[src/rtl/mbd_pkg.sv]
package mbd_pkg;

    typedef enum logic [2:0] {
        ST_IDLE,
        ST_SYNC_A,
        ST_SYNC_B,
        ST_DATA,
        ST_TAIL,
        ST_WAIT_IDLE
    } mbd_state_e;

    localparam int unsigned WORD_BITS  = 16;
    localparam int unsigned FRAME_BITS = WORD_BITS + 1;

endpackage

[src/rtl/mbd_line_sampler.sv]
module mbd_line_sampler (
    input  logic clk,
    input  logic rst_n,
    input  logic line_pos,
    input  logic line_neg,
    output logic smp_active,
    output logic smp_level
);

    always_ff @(posedge clk) begin
        if (!rst_n) begin
            smp_active <= 1'b0;
            smp_level  <= 1'b0;
        end else begin
            smp_active <= line_pos ^ line_neg;
            smp_level  <= line_pos;
        end
    end

endmodule

[src/rtl/mbd_word_fsm.sv]
module mbd_word_fsm
    import mbd_pkg::*;
#(
    parameter int unsigned SAMPLES_PER_BIT = 8
) (
    input  logic                 clk,
    input  logic                 rst_n,
    input  logic                 smp_active,
    input  logic                 smp_level,
    output logic                 ev_good,
    output logic                 ev_sync,
    output logic                 ev_manch,
    output logic                 ev_count,
    output logic                 ev_parity,
    output logic                 ev_cmd,
    output logic [WORD_BITS-1:0] ev_data
);

    localparam int unsigned HALF     = SAMPLES_PER_BIT / 2;
    localparam int unsigned QUART    = HALF / 2;
    localparam int unsigned SYNC_LEN = 3 * HALF;
    localparam int unsigned CW       = $clog2(SYNC_LEN + 1);
    localparam logic [CW-1:0] C_Q1   = CW'(QUART);
    localparam logic [CW-1:0] C_Q2   = CW'(HALF + QUART);
    localparam logic [CW-1:0] C_BIT  = CW'(SAMPLES_PER_BIT - 1);
    localparam logic [CW-1:0] C_SYNC = CW'(SYNC_LEN - 1);
    localparam logic [4:0]    C_NB   = 5'(FRAME_BITS);

    mbd_state_e            st_q, st_n;
    logic [CW-1:0]         cnt_q, cnt_n;
    logic [4:0]            bitn_q, bitn_n;
    logic                  polar_q, polar_n;
    logic                  h1_q, h1_n;
    logic                  manch_q, manch_n;
    logic [FRAME_BITS-1:0] sreg_q, sreg_n;

    always_ff @(posedge clk) begin
        if (!rst_n) begin
            st_q    <= ST_IDLE;
            cnt_q   <= '0;
            bitn_q  <= '0;
            polar_q <= 1'b0;
            h1_q    <= 1'b0;
            manch_q <= 1'b0;
            sreg_q  <= '0;
        end else begin
            st_q    <= st_n;
            cnt_q   <= cnt_n;
            bitn_q  <= bitn_n;
            polar_q <= polar_n;
            h1_q    <= h1_n;
            manch_q <= manch_n;
            sreg_q  <= sreg_n;
        end
    end

    assign ev_data = sreg_q[FRAME_BITS-1:1];
    assign ev_cmd  = polar_q;

    always_comb begin
        st_n      = st_q;
        cnt_n     = cnt_q;
        bitn_n    = bitn_q;
        polar_n   = polar_q;
        h1_n      = h1_q;
        manch_n   = manch_q;
        sreg_n    = sreg_q;
        ev_good   = 1'b0;
        ev_sync   = 1'b0;
        ev_manch  = 1'b0;
        ev_count  = 1'b0;
        ev_parity = 1'b0;
        unique case (st_q)
            ST_IDLE: begin
                if (smp_active) begin
                    polar_n = smp_level;
                    cnt_n   = CW'(1);
                    st_n    = ST_SYNC_A;
                end
            end
            ST_SYNC_A: begin
                if (!smp_active || smp_level != polar_q) begin
                    ev_sync = 1'b1;
                    cnt_n   = '0;
                    st_n    = ST_WAIT_IDLE;
                end else if (cnt_q == C_SYNC) begin
                    cnt_n = '0;
                    st_n  = ST_SYNC_B;
                end else begin
                    cnt_n = cnt_q + CW'(1);
                end
            end
            ST_SYNC_B: begin
                if (!smp_active || smp_level == polar_q) begin
                    ev_sync = 1'b1;
                    cnt_n   = '0;
                    st_n    = ST_WAIT_IDLE;
                end else if (cnt_q == C_SYNC) begin
                    cnt_n   = '0;
                    bitn_n  = '0;
                    manch_n = 1'b0;
                    st_n    = ST_DATA;
                end else begin
                    cnt_n = cnt_q + CW'(1);
                end
            end
            ST_DATA: begin
                cnt_n = cnt_q + CW'(1);
                if ((cnt_q == C_Q1 || cnt_q == C_Q2) && !smp_active) begin
                    ev_count = 1'b1;
                    cnt_n    = '0;
                    st_n     = ST_WAIT_IDLE;
                end else if (cnt_q == C_Q1) begin
                    h1_n = smp_level;
                end else if (cnt_q == C_Q2) begin
                    if (smp_level == h1_q) manch_n = 1'b1;
                    sreg_n = {sreg_q[FRAME_BITS-2:0], h1_q};
                    bitn_n = bitn_q + 5'd1;
                end else if (cnt_q == C_BIT) begin
                    cnt_n = '0;
                    if (bitn_q == C_NB) st_n = ST_TAIL;
                end
            end
            ST_TAIL: begin
                cnt_n = cnt_q + CW'(1);
                if (cnt_q == C_Q1) begin
                    cnt_n = '0;
                    if (smp_active) begin
                        ev_count = 1'b1;
                        st_n     = ST_WAIT_IDLE;
                    end else begin
                        ev_manch  = manch_q;
                        ev_parity = ~(^sreg_q);
                        ev_good   = ~manch_q & (^sreg_q);
                        st_n      = ST_IDLE;
                    end
                end
            end
            ST_WAIT_IDLE: begin
                if (smp_active) begin
                    cnt_n = '0;
                end else if (cnt_q == C_BIT) begin
                    cnt_n = '0;
                    st_n  = ST_IDLE;
                end else begin
                    cnt_n = cnt_q + CW'(1);
                end
            end
            default: st_n = ST_IDLE;
        endcase
    end


    tail_count_chk: assert property (@(posedge clk) disable iff (!rst_n)
        (st_q == ST_TAIL) |-> (bitn_q == C_NB));


    sync_recover_chk: assert property (@(posedge clk) disable iff (!rst_n)
        ev_sync |=> (st_q == ST_WAIT_IDLE));


    sync_entry_chk: assert property (@(posedge clk) disable iff (!rst_n)
        (st_q == ST_SYNC_A) |=> (st_q inside {ST_SYNC_A, ST_SYNC_B, ST_WAIT_IDLE}));

endmodule

[src/rtl/mbd_result_reg.sv]
module mbd_result_reg
    import mbd_pkg::*;
(
    input  logic                 clk,
    input  logic                 rst_n,
    input  logic                 ev_good,
    input  logic                 ev_sync,
    input  logic                 ev_manch,
    input  logic                 ev_count,
    input  logic                 ev_parity,
    input  logic                 ev_cmd,
    input  logic [WORD_BITS-1:0] ev_data,
    output logic [WORD_BITS-1:0] word_data,
    output logic                 word_is_cmd,
    output logic                 word_valid,
    output logic                 err_sync,
    output logic                 err_manch,
    output logic                 err_count,
    output logic                 err_parity
);

    always_ff @(posedge clk) begin
        if (!rst_n) begin
            word_data   <= '0;
            word_is_cmd <= 1'b0;
            word_valid  <= 1'b0;
            err_sync    <= 1'b0;
            err_manch   <= 1'b0;
            err_count   <= 1'b0;
            err_parity  <= 1'b0;
        end else begin
            word_valid <= ev_good;
            err_sync   <= ev_sync;
            err_manch  <= ev_manch;
            err_count  <= ev_count;
            err_parity <= ev_parity;
            if (ev_good) begin
                word_data   <= ev_data;
                word_is_cmd <= ev_cmd;
            end
        end
    end


    valid_excl_chk: assert property (@(posedge clk) disable iff (!rst_n)
        word_valid |-> !(err_sync | err_manch | err_count | err_parity));


    valid_pulse_chk: assert property (@(posedge clk) disable iff (!rst_n)
        word_valid |=> !word_valid);


    sync_pulse_chk: assert property (@(posedge clk) disable iff (!rst_n)
        err_sync |=> !err_sync);


    data_hold_chk: assert property (@(posedge clk) disable iff (!rst_n)
        !word_valid |-> ($stable(word_data) && $stable(word_is_cmd)));

endmodule

[src/rtl/mbd_decoder.sv]
module mbd_decoder
    import mbd_pkg::*;
#(
    parameter int unsigned SAMPLES_PER_BIT = 8
) (
    input  logic        clk,
    input  logic        rst_n,
    input  logic        line_pos,
    input  logic        line_neg,
    output logic [15:0] word_data,
    output logic        word_is_cmd,
    output logic        word_valid,
    output logic        err_sync,
    output logic        err_manch,
    output logic        err_count,
    output logic        err_parity
);

    logic                 smp_active, smp_level;
    logic                 ev_good, ev_sync, ev_manch, ev_count, ev_parity, ev_cmd;
    logic [WORD_BITS-1:0] ev_data;

    mbd_line_sampler u_sampler (
        .clk        (clk),
        .rst_n      (rst_n),
        .line_pos   (line_pos),
        .line_neg   (line_neg),
        .smp_active (smp_active),
        .smp_level  (smp_level)
    );

    mbd_word_fsm #(.SAMPLES_PER_BIT(SAMPLES_PER_BIT)) u_fsm (
        .clk        (clk),
        .rst_n      (rst_n),
        .smp_active (smp_active),
        .smp_level  (smp_level),
        .ev_good    (ev_good),
        .ev_sync    (ev_sync),
        .ev_manch   (ev_manch),
        .ev_count   (ev_count),
        .ev_parity  (ev_parity),
        .ev_cmd     (ev_cmd),
        .ev_data    (ev_data)
    );

    mbd_result_reg u_result (
        .clk         (clk),
        .rst_n       (rst_n),
        .ev_good     (ev_good),
        .ev_sync     (ev_sync),
        .ev_manch    (ev_manch),
        .ev_count    (ev_count),
        .ev_parity   (ev_parity),
        .ev_cmd      (ev_cmd),
        .ev_data     (ev_data),
        .word_data   (word_data),
        .word_is_cmd (word_is_cmd),
        .word_valid  (word_valid),
        .err_sync    (err_sync),
        .err_manch   (err_manch),
        .err_count   (err_count),
        .err_parity  (err_parity)
    );

endmodule

[config.mk]
export PLATFORM = sky130hd
export DESIGN_NAME = mbd_decoder
export DESIGN_NICKNAME = d
export VERILOG_FILES = /design/src/rtl/mbd_pkg.sv /design/src/rtl/mbd_line_sampler.sv /design/src/rtl/mbd_word_fsm.sv /design/src/rtl/mbd_result_reg.sv /design/src/rtl/mbd_decoder.sv
export SDC_FILE = /design/constraint.sdc
export NUM_CORES = 1
export LEC_CHECK = 0
export ABC_AREA = 1
export BUFFER_PORTS_ARGS = -buffer_cell sky130_fd_sc_hd__buf_2
export CORE_UTILIZATION = 50
export CTS_BUF_LIST = sky130_fd_sc_hd__clkbuf_2 sky130_fd_sc_hd__clkbuf_4 sky130_fd_sc_hd__clkbuf_8
export CTS_CLUSTER_SIZE = 30
export DETAILED_ROUTE_END_ITERATION = 12
export PLACE_DENSITY = 0.68
export REMOVE_ABC_BUFFERS = 1
export SLEW_MARGIN = 25
export SYNTH_ARGS = -nofsm -noshare
export SYNTH_HDL_FRONTEND = slang
export SYNTH_SLANG_ARGS = --single-unit
export TNS_END_PERCENT = 5
[constraint.sdc]
create_clock -name clk -period 2.1 [get_ports clk]
set_input_delay 0.21 -clock clk [delete_from_list [all_inputs] [get_ports clk]]
set_output_delay 0.21 -clock clk [all_outputs]
set_load 0.02 [all_outputs]
==> flow_summary.json, run 1 <==
{
  "synth_cells": 441,
  "p_leak_nw": 1.48,
  "ys.flop_type": "dfxtp_1",
  "fp.coreArea_um2": 5570,
  "antenna_cells": 0,
  "clock-root-buffer": "clkbuf_8",
  "cts_buffers": 5,
  "grt_max_degree": 34,
  "final_antenna_net_count": 0,
  "cts_htree_levels": 2,
  "fmax_mhz": 533,
  "synthTopCellsByArea": "dfxtp_1 38%, nand2_1 16%, inv_1 9.6%, a21oi_1 5.0%, nor2_1 4.6%",
  "nFillCells": 547,
  "insertion_delay_ns": 0.30,
  "gr-total-overflow": 0,
  "post-route-period-util": 0.893,
  "synthArstFlopShare": 0,
  "max_stage_delay_ns": 0.39,
  "max_slew_margin": 0.757,
  "final_cells": 537,
  "whs_ns": 0.118,
  "cp-start-kind": "flop",
  "die_y_um": 78.6,
  "numPortBuffers": 25,
  "syn-cell-area_um2": 2930,
  "die-area_um2": 6170,
  "yosysWarnings": 0,
  "final_common_cell": "nand2_1",
  "cts_tree": "yes",
  "rsz0062_at_grt": "no",
  "cp-end-kind": "flop",
  "grtUsageTotal": 0.213,
  "worst_slack_ns": 0.224,
  "status": "complete, no violations",
  "gp_congestion": 0.859,
  "drtPass1Iterations": 4,
  "grt_pass1_wl_um": 10500,
  "synth.distinct_cells": 33,
  "power-per-cell-area_nw_per_um2": 623,
  "finalClockSkew_ns": 0.00704,
  "num_rows": 27,
  "yosys.area.top_type": "dfxtp_1",
  "finalSetupViolCount": 0,
  "cp_slowest_cell": "dfxtp_1",
  "worst-slew-pin-transition_ns": 0.361,
  "syn_area_per_cell_um2": 6.64,
  "antenna_found_initial": 0,
  "path_max_fanout": 11,
  "finalHoldViolCount": 0,
  "grt_pass1_vias": 2470,
  "synth-edff-count": 0,
  "vias": 2691,
  "dp_hpwl_um": 4280,
  "clk_pin_slew_worst_paths_ns": 0.09,
  "multi_input_area_um2": 1470,
  "final.setup.tns_ns": 0,
  "die_w_um": 78.6,
  "synth_top_area_frac": 0.383,
  "dpl_worst_slack_ns": 0.135,
  "drcViolationCount": 0,
  "maxSlewViolCount": 0,
  "layout_common_cells": "124 x nand2_1, 75 x inv_1, 56 x dfxtp_1",
  "yosysSeqAreaShare": 0.383,
  "io-pin-count": 26,
  "maxCapViolCount": 0,
  "seq_area_um2": 1120,
  "wl_per_cell_um": 11.4,
  "cts_buffer_depth": 2,
  "arrival_ns": 2.11,
  "dp.cells": 531,
  "irDropWorstVdd_v": 0.000373,
  "finalNetCount": 475,
  "criticalPathCategory": "reg -> reg",
  "final_layout_size_suffix_gt1_frac": 0.114,
  "area_delta_synth_final_pct": 10.4,
  "hold_class": "in -> reg",
  "synth.ff_latch_count": 56,
  "viasPerCell": 5.01,
  "cp_cell_sequence": "inv_1 > nand2_1 > nand2_1 > nand2_1 > nand2_1 > nand2_1 > nand2_1 > nand2_1 > nand3_2 > buf_4 > nand4_1 > nand2_1 > nor2_1",
  "crit_required_ns": 2.34,
  "period_needed_ns": 1.88,
  "wl_um": 6110,
  "clkSinkCount": 56,
  "cpMostUsedCell": "nand2_1",
  "start_util": 0.526,
  "cts_hold_buf": 0,
  "drtIter0Drc": 167
}
[worst max-delay path: cells and delay by family, from the launching register on]
family / cells / cell delay (ns)
flip-flops: 1 / 0.39
AND/OR/NAND/NOR: 11 / 1.03
buffers and inverters: 2 / 0.38
[cells in the mapped netlist (2+ instances only)]
| library cell | instances |
|---|---|
| nor3_1 | 5 |
| ha_1 | 4 |
| clkbuf_1 | 6 |
| nor3b_1 | 2 |
| a31oi_1 | 2 |
| dfxtp_1 | 56 |
| buf_2 | 5 |
| inv_1 | 75 |
| nand3b_1 | 2 |
| xor2_1 | 4 |
| nand3_1 | 19 |
| xnor2_1 | 6 |
| inv_2 | 3 |
| nand3_2 | 3 |
| nand2_1 | 124 |
| nor3_2 | 2 |
| nand2_2 | 3 |
| nand4_1 | 18 |
| nor2_1 | 36 |
| nor2_4 | 2 |
| a21oi_1 | 29 |
| o21ai_0 | 24 |
[where the power goes]
group	switching [mW]	internal, mW	total (mW)	leakage (nW)
combinational	0.233	0.115	0.348	0.988
sequential	0.0355	1.10	1.13	0.452
clock	0.318	0.216	0.535	0.0359
[cell families (layout without fill, tap and decap cells)]
kind of cell             Yosys count  count (layout)  share of synthesized area
AND/OR/NAND/NOR                  220             221                      0.343
adder cells (fa/ha/maj)            4               4                     0.0171
flip-flops                        56              56                      0.383
XOR/XNOR                          10              10                     0.0299
buffers and inverters             92             115                      0.123
AO/OA/AOI/OAI                     59              59                      0.105
[flip-flops by register name, summed over array words and instances, names as in the netlist, 3 cells and up]
signal,count
u_fsm.st_q,3
u_result.word_data,16
u_fsm.bitn_q,5
u_fsm.cnt_q,4
u_fsm.sreg_q,17
[per-stage QoR]
step / total power, mW / utilization / area [um2]
detailed placement: 1.51 / 0.563 / 3140
global route: 2.15 / 0.580 / 3240
global placement: 1.50 / 0.563 / 3140
floorplan: 1.42 / - / 2870
CTS: 2.04 / 0.576 / 3210
finish: 2.02 / 0.580 / 3240
[what timing repair did]
action                                  in CTS  in global routing
endpoints found under the setup margin       0                 17
buffers inserted                             0                  0
gates resized for setup                      0                  3
[layout make-up]
cell class / count / share of cell area
inverter: 79 / 0.0916
sequential: 56 / 0.346
timing repair buffer: 31 / 0.0576
multi-input combinational: 294 / 0.455
clock buffer: 5 / 0.0213
tap: 72 / 0.0278
[worst paths after layout]
| check | cells past startpoint | start | slack (ns) | endpoint |
|---|---|---|---|---|
| worst max register to register | 13 | u_fsm.sreg_q[12]$_SDFFE_PN0P_ | 0.22 | u_result.word_data[0]$_SDFFE_PN0P_ |
| worst max-delay path | 13 | u_fsm.sreg_q[12]$_SDFFE_PN0P_ | 0.22 | u_result.word_data[0]$_SDFFE_PN0P_ |
| worst min-delay path | 3 | line_pos | 0.12 | u_sampler.smp_level$_SDFF_PN0_ |
| worst min register to register | 2 | u_fsm.bitn_q[4]$_SDFFE_PN0P_ | 0.47 | u_fsm.bitn_q[4]$_SDFFE_PN0P_ |
[layer usage]
metal | vias to the layer above | track usage | share of wire
met1 | 1217 | 0.255 | 0.45
met4 | 0 | 0.0611 | 0.0039
li1 | 1436 | - | -
met2 | 36 | 0.388 | 0.52
met5 | - | 0 | 0
met3 | 2 | 0.0349 | 0.027
(Power assumes the default switching activity.)
==> inputs of run 2 (changes only) <==
--- a/config.mk
+++ b/config.mk
@@ -11,8 +11,9 @@
 export CTS_BUF_LIST = sky130_fd_sc_hd__clkbuf_2 sky130_fd_sc_hd__clkbuf_4 sky130_fd_sc_hd__clkbuf_8
 export CTS_CLUSTER_SIZE = 30
 export DETAILED_ROUTE_END_ITERATION = 12
-export PLACE_DENSITY = 0.68
+export PLACE_DENSITY = 0.7
 export REMOVE_ABC_BUFFERS = 1
+export SKIP_LAST_GASP = 1
 export SLEW_MARGIN = 25
 export SYNTH_ARGS = -nofsm -noshare
 export SYNTH_HDL_FRONTEND = slang
==> constraint.sdc (replaced) <==
create_clock -name clk -period 1.7 [get_ports clk]
set_input_delay 0.17 -clock clk [delete_from_list [all_inputs] [get_ports clk]]
set_output_delay 0.17 -clock clk [all_outputs]
set_load 0.02 [all_outputs]
==> run 2 against run 1 <==
Compared with the run above: the flow now finishes with violations (negative setup slack); clock power is 42% higher; register-to-register slack worse by 0.31 ns; sequential share of layout area is 3.6 points lower; combinational power is 57% higher; total power is 35% higher.
==> flow_summary.json, run 2 (same netlist as run 1, synthesis figures left out) <==
{
  "status": "finished, violations left",
  "violations": "negative setup slack",
  "dpl_cell_area_um2": 3230,
  "cts_hold_buf": 0,
  "finalHoldViolCount": 0,
  "cts_tree": "yes",
  "path_max_fanout": 7,
  "maxCapViolCount": 0,
  "arrival_ns": 2.03,
  "wl_per_cell_um": 12.7,
  "power-per-cell-area_nw_per_um2": 738,
  "clock-root-buffer": "clkbuf_8",
  "insertion_delay_ns": 0.32,
  "largest_register_ffs": 17,
  "cp_top_family": "simple AND/OR/NAND/NOR gates",
  "cp_slowest_cell": "dfxtp_2",
  "ff2ff_setup_slack_ns": -0.09,
  "drtPass1Iterations": 4,
  "largestRegisters": "u_fsm.sreg_q: 17 flops, u_result.word_data: 16 flops, u_fsm.bitn_q: 5 flops",
  "final_area_um2": 3680,
  "drcViolationCount": 0,
  "largest-register": "u_fsm.sreg_q",
  "maxSlewViolCount": 0,
  "die_w_um": 78.6,
  "cp-end-kind": "flop",
  "finalSetupViolCount": 18,
  "criticalPathCategory": "reg -> reg",
  "fmax_mhz": 560,
  "num_rows": 27,
  "period_needed_ns": 1.79,
  "die_y_um": 78.6,
  "cpMostUsedCell": "nand2_1",
  "cts_buffers": 5,
  "die-area_um2": 6170,
  "start_util": 0.526,
  "finalClockSkew_ns": 0.0117,
  "numPortBuffers": 25,
  "antenna_found_initial": 0,
  "crit_required_ns": 1.95,
  "final_layout_size_suffix_gt1_frac": 0.251,
  "post-route-period-util": 1.05,
  "cp-start-kind": "flop",
  "cts_htree_levels": 2,
  "gp_congestion": 0.884,
  "nFillCells": 470,
  "grt_pass1_vias": 2554,
  "final_common_cell": "nand2_1",
  "clk_pin_slew_worst_paths_ns": 0.10,
  "p_leak_nw": 1.67,
  "worst-slew-pin-transition_ns": 0.353,
  "hold_class": "in -> reg",
  "worst_slack_ns": -0.0864,
  "final.setup.tns_ns": -1.05,
  "area_delta_synth_final_pct": 25.7,
  "dp_hpwl_um": 4430,
  "critPathBufInv": 1,
  "layout_common_cells": "113 x nand2_1, 68 x inv_1, 43 x dfxtp_1",
  "final_antenna_net_count": 0,
  "io-pin-count": 26,
  "clkSinkCount": 56,
  "drtIter0Drc": 146,
  "viasPerCell": 5.18,
  "vias": 2952,
  "gr-total-overflow": 0,
  "multi_input_area_um2": 1620,
  "finalNetCount": 505,
  "antenna_cells": 0,
  "grt_max_degree": 25,
  "cp_cell_sequence": "xnor2_1 > nand2_1 > nand2_1 > nand3_2 > nand2_4 > nand2_8 > buf_12 > nand4_1 > nand2_1 > nor2_1",
  "seq_area_um2": 1140,
  "grtUsageTotal": 0.228,
  "max_stage_delay_ns": 0.38,
  "irDropWorstVdd_v": 0.000522,
  "grt_pass1_wl_um": 11100,
  "fp.coreArea_um2": 5570,
  "wl_um": 7250,
  "rsz0062_at_grt": "yes",
  "max_slew_margin": 0.763,
  "cts_buffer_depth": 2
}
run 2: cell count changes in the layout (fill, tap and decap cells not counted), sizes merged:
cell      before  now
buf           31   57
nand2        127  128
nand3         24   26
clkbuf         5    7
clkinvlp       0    2
run 2: report_power, final:
part	internal, mW	total (mW)	switching (mW)
clock	0.331	0.762	0.432
combinational	0.225	0.547	0.323
sequential	1.36	1.41	0.0455
run 2: worst reg2reg max path: cells and delay by family, from the launching register on:
family	cells	cell delay [ns]
xor gates and xnor gates	1	0.27
buffers and inverters	1	0.15
DFF	1	0.38
and+or+nand+nor	8	0.94
run 2: layout make-up:
cell class / instances / area share
Timing Repair Buffer: 58 / 0.118
Inverter: 79 / 0.0819
Tap cell: 72 / 0.0245
Clock buffer: 6 / 0.0224
Multi-Input combinational cell: 297 / 0.439
Sequential cell: 56 / 0.310
Clock inverter: 2 / 0.00408
run 2: final timing paths:
kind                                 start  depth (start not counted)                                  to
max          u_fsm.sreg_q[14]$_SDFFE_PN0P_                         10  u_result.word_data[0]$_SDFFE_PN0P_
min                               line_pos                          3      u_sampler.smp_level$_SDFF_PN0_
min reg2reg   u_fsm.bitn_q[4]$_SDFFE_PN0P_                          2        u_fsm.bitn_q[4]$_SDFFE_PN0P_
max reg2reg  u_fsm.sreg_q[14]$_SDFFE_PN0P_                         10  u_result.word_data[0]$_SDFFE_PN0P_
run 2: per-layer routing:
layer,wire [um],part of all wire,track usage
met5,0,0,0
met4,263,0.036,0.102
met3,342,0.047,0.0337
met2,3640,0.50,0.396
met1,3010,0.41,0.277
run 2: metrics by stage:
stage	setup slack, ns	cells	hold slack (ns)	util	power, mW
after global placement	-0.0653	541	0.383	0.579	1.90
after floorplan	-0.353	428	0.263	-	1.75
after CTS	-0.00592	556	0.0594	0.612	2.68
after detailed placement	-0.111	541	0.392	0.579	1.90
final	-0.0864	570	0.0662	0.661	2.72
after global routing	-0.157	570	0.0850	0.661	2.88
run 2: repair_timing:
action | 4_1_cts | 5_1_grt
cloned | 2 | 3
gates resized for setup | 8 | 50
buffers inserted | 5 | 11
setup endpoints to repair | 19 | 44
pin swaps | 2 | 18
==> inputs of run 3 (changes only) <==
--- a/config.mk
+++ b/config.mk
@@ -13,7 +13,7 @@
 export DETAILED_ROUTE_END_ITERATION = 12
 export PLACE_DENSITY = 0.7
 export REMOVE_ABC_BUFFERS = 1
-export SKIP_LAST_GASP = 1
+export SETUP_SLACK_MARGIN = 0.4
 export SLEW_MARGIN = 25
 export SYNTH_ARGS = -nofsm -noshare
 export SYNTH_HDL_FRONTEND = slang
==> run 3 against run 2 <==
Compared with the run above: the run still ends with negative setup slack left; sequential share of layout area decreased by 1.7 points; wire length increased by 9.7%; utilization increased by 4.5 points; clock power increased by 1%; hold slack got worse by 0.00057 ns; final cell count increased by 0.88%; global-route usage increased by 1.5 points; total power increased by 1.8%.
==> flow_summary.json, run 3 (same netlist as run 1, synthesis figures left out) <==
{
  "clk_pin_slew_worst_paths_ns": 0.11,
  "largestRegisters": "u_fsm.sreg_q: 17 flops, u_result.word_data: 16 flops, u_fsm.bitn_q: 5 flops",
  "insertion_delay_ns": 0.32,
  "clkSinkCount": 56,
  "vias": 3010,
  "largest-register": "u_fsm.sreg_q",
  "drtIter0Drc": 184,
  "crit_required_ns": 1.93,
  "gp_congestion": 0.884,
  "cts_buffers": 5,
  "viasPerCell": 5.23,
  "gr-total-overflow": 0,
  "final_cells": 575,
  "num_rows": 27,
  "cts_htree_levels": 2,
  "finalClockSkew_ns": 0.0137,
  "whs_path_depth": 3,
  "layout_common_cells": "101 x nand2_1, 63 x inv_1, 39 x dfxtp_1",
  "grt_max_degree": 25,
  "cp-start-kind": "flop",
  "dpl_worst_slack_ns": -0.111,
  "dp_hpwl_um": 4430,
  "grtUsageTotal": 0.243,
  "largest_register_ffs": 17,
  "power-per-cell-area_nw_per_um2": 704,
  "die_y_um": 78.6,
  "final_layout_size_suffix_gt1_frac": 0.314,
  "antenna_found_initial": 0,
  "final_common_cell": "nand2_1",
  "cp_cell_sequence": "xnor2_4 > nand2_1 > nand2_2 > inv_1 > nand2_4 > nand2_4 > nand2_8 > buf_12 > nand4_1 > nand2_1 > nor2_1",
  "die_w_um": 78.6,
  "drcViolationCount": 0,
  "start_util": 0.526,
  "finalSetupViolCount": 14,
  "rsz0062_at_grt": "yes",
  "max_stage_delay_ns": 0.41,
  "cp-end-kind": "flop",
  "maxCapViolCount": 0,
  "cts_hold_buf": 0,
  "numPortBuffers": 25,
  "worst_slack_ns": -0.0521,
  "wl_um": 7960,
  "maxSlewViolCount": 0,
  "drtPass1Iterations": 5,
  "p_leak_nw": 1.73,
  "worst-slew-pin-transition_ns": 0.395,
  "grt_pass1_wl_um": 11800,
  "fp.coreArea_um2": 5570,
  "cts_tree": "yes",
  "die-area_um2": 6170,
  "clock-root-buffer": "clkbuf_8",
  "finalHoldViolCount": 0,
  "irDropWorstVdd_v": 0.000565,
  "dp.cells": 541,
  "violations": "negative setup slack",
  "final_antenna_net_count": 0,
  "max_slew_margin": 0.734,
  "fmax_mhz": 571,
  "arrival_ns": 1.98,
  "period_needed_ns": 1.75,
  "area_delta_synth_final_pct": 34.2,
  "status": "finished, violations left",
  "reg2reg_depth": 11,
  "grt_pass1_vias": 2668,
  "cts_buffer_depth": 2,
  "wl_per_cell_um": 13.8,
  "cp_slowest_cell": "dfxtp_4",
  "hold_class": "in -> reg",
  "criticalPathCategory": "reg -> reg",
  "io-pin-count": 26,
  "post-route-period-util": 1.03,
  "finalNetCount": 510,
  "antenna_cells": 0,
  "path_max_fanout": 7
}
==> run 3: cell count changes in the layout (fill, tap and decap cells not counted), sizes merged <==
cell	previous run	this run
buf	57	62
==> run 3: per-layer routing <==
metal	share of wire	routed length (um)	global-route usage
met5	0	0	0
met4	0.037	294	0.135
met3	0.045	357	0.0360
met2	0.52	4120	0.424
met1	0.40	3190	0.283
==> run 3: cell type report <==
| cell class | instances | area (um2) |
|---|---|---|
| multi-input cells | 297 | 1790 |
| fillers | 438 | 1640 |
| flip-flops and latches | 56 | 1150 |
| repair buffers | 63 | 490 |
| inverters | 79 | 309 |
| well taps | 72 | 90.1 |
| clock buffers | 6 | 82.6 |
| clock inverters | 2 | 15.0 |
==> run 3: worst max-delay path: cells and delay by family (launching register included) <==
kind	cells	cell delay, ns
XOR/XNOR	1	0.21
buffers and inverters	2	0.21
AND/OR/NAND/NOR	8	0.82
flip-flops	1	0.41
==> run 3: final timing paths <==
path,end,start,slack (ns)
setup / recovery,u_result.word_data[7]$_SDFFE_PN0P_,u_fsm.sreg_q[14]$_SDFFE_PN0P_,-0.05
setup reg to reg,u_result.word_data[7]$_SDFFE_PN0P_,u_fsm.sreg_q[14]$_SDFFE_PN0P_,-0.05
hold reg to reg,u_fsm.bitn_q[4]$_SDFFE_PN0P_,u_fsm.bitn_q[4]$_SDFFE_PN0P_,0.47
hold / removal,u_sampler.smp_level$_SDFF_PN0_,line_pos,0.07
==> run 3: report_power, final <==
group          switching [mW]  internal, mW
sequential             0.0428          1.36
combinational           0.356         0.240
clock                   0.440         0.331
total                   0.839          1.93
==> run 3: per-stage QoR <==
stage,hold WS (ns),util,TNS [ns],cell area [um2],power (mW)
2_1_floorplan,0.263,-,-9.20,2870,1.75
3_3_place_gp,0.383,0.579,-0.932,3230,1.90
3_5_place_dp,0.392,0.579,-1.47,3230,1.90
4_1_cts,0.0594,0.640,0,3570,2.75
5_1_grt,0.0847,0.705,-1.61,3930,2.91
6_report,0.0657,0.705,-0.174,3930,2.77
==> run 3: timing repair <==
item,CTS,global route
setup buffers,14,7
cloned,3,2
pin swaps,12,21
resized for setup,34,78
setup endpoints to repair,51,53
